## src/rtl/clkout_pkg.sv

```systemverilog
package clkout_pkg;
  localparam int DIV_W        = 4;
  localparam int DIV_LSB      = 8;
  localparam int RUN_KEEP_BIT = 12;
  localparam int SLOW_OFF_BIT = 13;
  localparam int RSVD_BIT     = 15;
  localparam logic [7:0] CMD_WRITE = 8'hBA;
  localparam logic [7:0] CMD_READ  = 8'hBB;

  typedef enum logic [1:0] {SRC_DIV = 2'd0, SRC_SLOW = 2'd1, SRC_OFF = 2'd2} clk_src_e;
  typedef enum logic [1:0] {XF_IDLE = 2'd0, XF_WR = 2'd1, XF_RD = 2'd2} xfer_e;

  typedef struct packed {
    logic [DIV_W-1:0] divN;
    clk_src_e         srcTarget;
  } ctl_strobe_t;
endpackage

```

## src/rtl/clkout_cfg_ctl.sv

```systemverilog
module clkout_cfg_ctl
  import clkout_pkg::*;
#(
  parameter int          SUSP_REF_CYC = 96000,
  parameter logic [15:0] CFG_RESET    = 16'h2340
) (
  input  logic        clk,
  input  logic        rstN,
  input  logic        hostCmdStb,
  input  logic        hostWrStb,
  input  logic        hostRdStb,
  input  logic [7:0]  hostData,
  input  logic        suspReq,
  output logic [7:0]  rdData,
  output logic        clkRunning,
  output ctl_strobe_t ctlStb
);
  localparam int DELAY_CYC = 2 * SUSP_REF_CYC;
  localparam int CNT_W     = $clog2(DELAY_CYC + 1);

  logic [15:0] cfgReg;
  logic [7:0]  lowShadow;
  xfer_e       xferMode;
  logic        byteSel;
  logic [CNT_W-1:0] suspCnt;
  logic        elapsedQ;

  // Host command decoding and the configuration word
  always_ff @(posedge clk or negedge rstN) begin
    if (!rstN) begin
      cfgReg    <= CFG_RESET & ~(16'd1 << RSVD_BIT);
      lowShadow <= '0;
      xferMode  <= XF_IDLE;
      byteSel   <= 1'b0;
      rdData    <= '0;
    end else if (hostCmdStb) begin
      byteSel <= 1'b0;
      if (hostData == CMD_WRITE)     xferMode <= XF_WR;
      else if (hostData == CMD_READ) xferMode <= XF_RD;
      else                           xferMode <= XF_IDLE;
    end else if (hostWrStb && xferMode == XF_WR) begin
      if (!byteSel) begin
        lowShadow <= hostData;
        byteSel   <= 1'b1;
      end else begin
        cfgReg   <= {1'b0, hostData[6:0], lowShadow};
        byteSel  <= 1'b0;
        xferMode <= XF_IDLE;
      end
    end else if (hostRdStb && xferMode == XF_RD) begin
      rdData  <= byteSel ? cfgReg[15:8] : cfgReg[7:0];
      byteSel <= ~byteSel;
      if (byteSel) xferMode <= XF_IDLE;
    end
  end

  // Suspend delay timer
  always_ff @(posedge clk or negedge rstN) begin
    if (!rstN) begin
      suspCnt  <= '0;
      elapsedQ <= 1'b0;
    end else if (!suspReq) begin
      suspCnt  <= '0;
      elapsedQ <= 1'b0;
    end else if (!elapsedQ) begin
      if (suspCnt == CNT_W'(DELAY_CYC - 1)) elapsedQ <= 1'b1;
      else                                   suspCnt  <= suspCnt + 1'b1;
    end
  end

  always_comb begin
    ctlStb.divN = cfgReg[DIV_LSB +: DIV_W];
    if (!elapsedQ)                 ctlStb.srcTarget = SRC_DIV;
    else if (!cfgReg[SLOW_OFF_BIT]) ctlStb.srcTarget = SRC_SLOW;
    else if (cfgReg[RUN_KEEP_BIT])  ctlStb.srcTarget = SRC_DIV;
    else                            ctlStb.srcTarget = SRC_OFF;
  end

  assign clkRunning = ~(elapsedQ & ~cfgReg[RUN_KEEP_BIT]);


  cfg_write_only_chk: assert property (@(posedge clk) disable iff (!rstN)
    !$stable(cfgReg) |-> $past(hostWrStb));

  delay_needs_req_chk: assert property (@(posedge clk) disable iff (!rstN)
    $rose(elapsedQ) |-> $past(suspReq));

  cancel_clears_chk: assert property (@(posedge clk) disable iff (!rstN)
    !suspReq |=> !elapsedQ);
endmodule

```

## src/rtl/clkout_div_path.sv

```systemverilog
module clkout_div_path
  import clkout_pkg::*;
#(
  parameter logic [DIV_W-1:0] RESET_DIV = 4'd3
) (
  input  logic        clk,
  input  logic        rstN,
  input  ctl_strobe_t ctlStb,
  input  logic        slowTick,
  output logic        clkOut
);
  logic [DIV_W-1:0] activeN;
  logic [DIV_W-1:0] halfCnt;
  logic divQ, slowQ, enDiv, enSlow;
  logic divNext, slowNext, enDivNext, enSlowNext, wrapNow;

  always_comb begin
    wrapNow    = (halfCnt == activeN);
    divNext    = wrapNow ? ~divQ : divQ;
    slowNext   = slowTick ? ~slowQ : slowQ;
    enDivNext  = enDiv;
    enSlowNext = enSlow;
    // each enable moves only while its own source is low after this edge,
    // and a source is enabled only once the other one is released
    if (!divNext)  enDivNext  = (ctlStb.srcTarget == SRC_DIV)  && !enSlow;
    if (!slowNext) enSlowNext = (ctlStb.srcTarget == SRC_SLOW) && !enDiv;
  end

  always_ff @(posedge clk or negedge rstN) begin
    if (!rstN) begin
      activeN <= RESET_DIV;
      halfCnt <= '0;
      divQ    <= 1'b0;
      slowQ   <= 1'b0;
      enDiv   <= 1'b1;
      enSlow  <= 1'b0;
      clkOut  <= 1'b0;
    end else begin
      if (wrapNow) begin
        halfCnt <= '0;
        if (divQ) activeN <= ctlStb.divN;
      end else begin
        halfCnt <= halfCnt + 1'b1;
      end
      divQ   <= divNext;
      slowQ  <= slowNext;
      enDiv  <= enDivNext;
      enSlow <= enSlowNext;
      clkOut <= (divNext & enDivNext) | (slowNext & enSlowNext);
    end
  end


  div_load_at_fall_chk: assert property (@(posedge clk) disable iff (!rstN)
    !$stable(activeN) |-> $fell(divQ));

  src_exclusive_chk: assert property (@(posedge clk) disable iff (!rstN)
    !(enDiv && enSlow));

  div_gate_low_chk: assert property (@(posedge clk) disable iff (!rstN)
    !$stable(enDiv) |-> !divQ);

  slow_gate_low_chk: assert property (@(posedge clk) disable iff (!rstN)
    !$stable(enSlow) |-> !slowQ);
endmodule

```

## src/rtl/clkout_ctrl.sv

```systemverilog
module clkout_ctrl
  import clkout_pkg::*;
#(
  parameter int          SUSP_REF_CYC = 96000,
  parameter logic [15:0] CFG_RESET    = 16'h2340
) (
  input  logic       clk,
  input  logic       rstN,
  input  logic       hostCmdStb,
  input  logic       hostWrStb,
  input  logic       hostRdStb,
  input  logic [7:0] hostData,
  output logic [7:0] rdData,
  input  logic       suspReq,
  input  logic       slowTick,
  output logic       clkOut,
  output logic       clkRunning
);
  localparam logic [DIV_W-1:0] RESET_DIV = CFG_RESET[DIV_LSB +: DIV_W];

  ctl_strobe_t ctlStb;

  clkout_cfg_ctl #(.SUSP_REF_CYC(SUSP_REF_CYC), .CFG_RESET(CFG_RESET)) i_ctl (
    .clk(clk), .rstN(rstN), .hostCmdStb(hostCmdStb), .hostWrStb(hostWrStb),
    .hostRdStb(hostRdStb), .hostData(hostData), .suspReq(suspReq),
    .rdData(rdData), .clkRunning(clkRunning), .ctlStb(ctlStb));

  clkout_div_path #(.RESET_DIV(RESET_DIV)) i_dp (
    .clk(clk), .rstN(rstN), .ctlStb(ctlStb), .slowTick(slowTick), .clkOut(clkOut));
endmodule

```

## config.mk

```make
export PLATFORM = sky130hd
export DESIGN_NAME = clkout_ctrl
export DESIGN_NICKNAME = d
export VERILOG_FILES = /design/src/rtl/clkout_pkg.sv /design/src/rtl/clkout_cfg_ctl.sv /design/src/rtl/clkout_div_path.sv /design/src/rtl/clkout_ctrl.sv
export SDC_FILE = /design/constraint.sdc
export NUM_CORES = 1
export LEC_CHECK = 0
export ABC_CLOCK_PERIOD_IN_PS = 3800
export BUFFER_PORTS_ARGS = -buffer_cell sky130_fd_sc_hd__buf_2
export CAP_MARGIN = 30
export CORE_UTILIZATION = 36
export DETAILED_ROUTE_END_ITERATION = 6
export SYNTH_ARGS = -nofsm -noshare
export SYNTH_HDL_FRONTEND = slang
export SYNTH_HIERARCHICAL = 1
export SYNTH_SLANG_ARGS = --single-unit
```

## constraint.sdc

```tcl
create_clock -name clk -period 3.8 [get_ports clk]
set_clock_uncertainty 0.15 [all_clocks]
set_input_delay 0.76 -clock clk [delete_from_list [all_inputs] [get_ports clk]]
set_output_delay 0.76 -clock clk [all_outputs]
set_load 0.03 [all_outputs]
```

==> flow_metrics.tcl <==
set metrics [dict create \
    outcome "completed" \
    crit_chain "or4b_4 > nor4_4 > a21oi_2 > xor2_1 > and2_1" \
    syn_nets 269 \
    synth_cell_types 44 \
    final_cells 382 \
    cts_sinks 66 \
    start_kind "register" \
    synth-async-reset-ratio_pct 100 \
    synth_common_cells "dfrtp_1, mux2_2, nand2_1" \
    core.rowCount 32 \
    worst_pin_slew_ns 0.988 \
    min_path_type "register to register" \
    netlist_instances 251 \
    powerDensity_nw_per_um2 419 \
    cts.repair.resized 0 \
    htreeDepth 3 \
    dp_cells 366 \
    ys_seq_area_share_pct 55.2 \
    dp_hpwl_mm 3.49 \
    setup_viol 0 \
    die_w_um 93.4 \
    rsz0062_at_grt "no" \
    drive_above_1_share_pct 29.6 \
    syn_to_final_growth_pct 13.2 \
    grt_pass1_vias 2010 \
    drt_iter0_markers 66 \
    drc 0 \
    synth_top_area_cell "dfrtp_1" \
    via_count 1907 \
    synth_top_cell_area_share_pct 49.1 \
    crit_required_ns 3.87 \
    cp-end-kind "register" \
    critPathSlowestCell "or4b_4" \
    max-vdd-ir-drop_mv 0.256 \
    crit_family "simple AND/OR/NAND/NOR gates" \
    synth_edf_count 0 \
    gp_congestion 0.761 \
    first_pass_iters 4 \
    cts_tree "done" \
    fin_setup_tns_ns 0 \
    p_leak_uw 0.00164 \
    critical_path_depth 5 \
    grt_pass1_wl_mm 9.33 \
    r2r_cells 5 \
    synth_area_um2 3010 \
    finalHoldViolations 0 \
    critical_path_class "register to register" \
    drv_cap 0 \
    antenna_cells 0 \
    slew_viol_final 0 \
    nets 293 \
    total_power_uw 1430 \
    period_share_pct 58.7 \
    wirelength_mm 5.21 \
    fin_crit_ns 2.23 \
    max_freq_mhz 448 \
    numCtsBuffers 9 \
    ctsLongestPathBuffers 2 \
    grt_max_degree 67 \
    io_buffers 24 \
    insertion_delay_ns 0.33 \
    ant_nets 0 \
    dieArea_um2 8730 \
    fp.coreArea_um2 7890 \
    ios 25 \
    netlist_top_cells_area "dfrtp_1, mux2_2, dfstp_2" \
    crit_fanout 7 \
    synth.most_common_cell "dfrtp_1" \
    synth-main-ff-cell "dfrtp_1" \
    ctsHoldBuffers 0 \
    critical_path_buf_inv_count 0 \
    initial_core_util_pct 38.2 \
    wire_per_inst_um 13.6 \
    hold_depth 1 \
    yosys_warnings 6 \
    syn_avg_cell_area_um2 12.0 \
    slew_headroom_pct 33.9 \
    cts_setup_buffers 0 \
    slowest_delay_ns 0.57 \
    grt_antenna_before_repair 0 \
    post-route-util_pct 43.2 \
    arrival_ns 2.30 \
    clkSlewWorstSetupHoldPaths_ns 0.07 \
    overflow 0 \
    grtUsageTotal_pct 14.0 \
    root_buffer "clkbuf_8" \
    synth-seq-cells 66 \
    vias_per_cell 4.99 \
    die_height_um 93.4 \
]
==> power breakdown <==
group / switching (uW) / internal [uW]
clock network: 267 / 322
logic: 63.2 / 33.6
registers: 11.3 / 729
==> routing by layer <==
layer	vias to the layer above	track usage, %	routed length (um)
met3	4	5.20	206
met1	948	17.1	2430
met2	29	22.6	2530
met4	0	4.87	51
li1	926	-	-
met5	-	0	0
==> cell type report <==
class                           instances  area, um^2
Timing Repair Buffer                   25         128
Fill cell                             741        4480
Tap cell                              102         128
Multi-Input combinational cell        168        1270
Clock buffer                           10         138
Inverter                                5        18.8
Sequential cell                        66        1660
Clock inverter                          6        65.1
==> sequential cells by signal, summed over array words and instances (netlist names), 2 cells and up, named ones only <==
register / cells
i_ctl/xferMode: 2
i_ctl/rdData: 8
i_dp/halfCnt: 4
i_ctl/lowShadow: 8
i_dp/activeN: 4
i_ctl/suspCnt: 18
i_ctl/cfgReg: 15
==> path summary, 6_finish.rpt <==
check,slack [ns],start,end
max in group asynchronous,2.51,rstN,i_ctl/elapsedQ
min in group asynchronous,0.44,rstN,i_ctl/byteSel
hold reg to reg,0.28,register,register
setup / recovery,1.57,i_ctl/suspCnt[9],i_ctl/suspCnt[0]
setup reg to reg,1.57,i_ctl/suspCnt[9],i_ctl/suspCnt[0]
hold / removal,0.28,register,register
==> cell families after synthesis <==
group	count (synthesis)	synth area share, %
buffers and inverters	17	2.66
XOR/XNOR	17	5.20
AO/OA/AOI/OAI	26	5.45
multiplexers	37	13.4
AND/OR/NAND/NOR	85	16.8
flip-flops	66	55.2
adder cells (fa/ha/maj)	3	1.25
==> worst reg2reg max path: cells and delay by family (launching register included) <==
kind,cells,cell delay (ns)
AO/OA/AOI/OAI,1,0.18
flip-flops,1,0.41
XOR/XNOR,1,0.17
AND/OR/NAND/NOR,3,1.21
==> through the flow <==
step	hold WS (ns)	instance area [um^2]	setup slack, ns
finish	0.278	3410	1.57
global route	0.323	3410	1.44
CTS	0.284	3410	1.55
detailed placement	0.273	3200	1.39
global placement	0.261	3200	1.41
floorplan	0.248	3010	1.59
==> placed cells by master, fill, tap and decap left out, types with 2 or more instances in the layout <==
cell / netlist / layout
nand2b_1: 4 / 4
a21oi_1: 9 / 9
mux2_2: 27 / 27
buf_2: 1 / 24
inv_1: 5 / 5
o21ai_0: 6 / 6
mux2i_1: 10 / 10
xnor2_1: 3 / 3
a31oi_1: 2 / 2
nand4_1: 3 / 3
dfrtp_1: 59 / 59
nor4b_1: 2 / 2
o41ai_1: 2 / 2
nand3_1: 6 / 6
nand2_1: 17 / 17
ha_1: 3 / 3
clkinv_2: 0 / 2
and2_1: 14 / 14
dfstp_2: 7 / 7
nor3_1: 5 / 5
nor4_4: 2 / 2
nor2b_1: 4 / 4
nand3b_1: 2 / 2
nand4b_1: 2 / 2
nor2_1: 13 / 13
clkbuf_8: 0 / 10
nor4_1: 4 / 4
xor2_1: 13 / 13
Note: power is estimated with default switching activity, not from simulation.
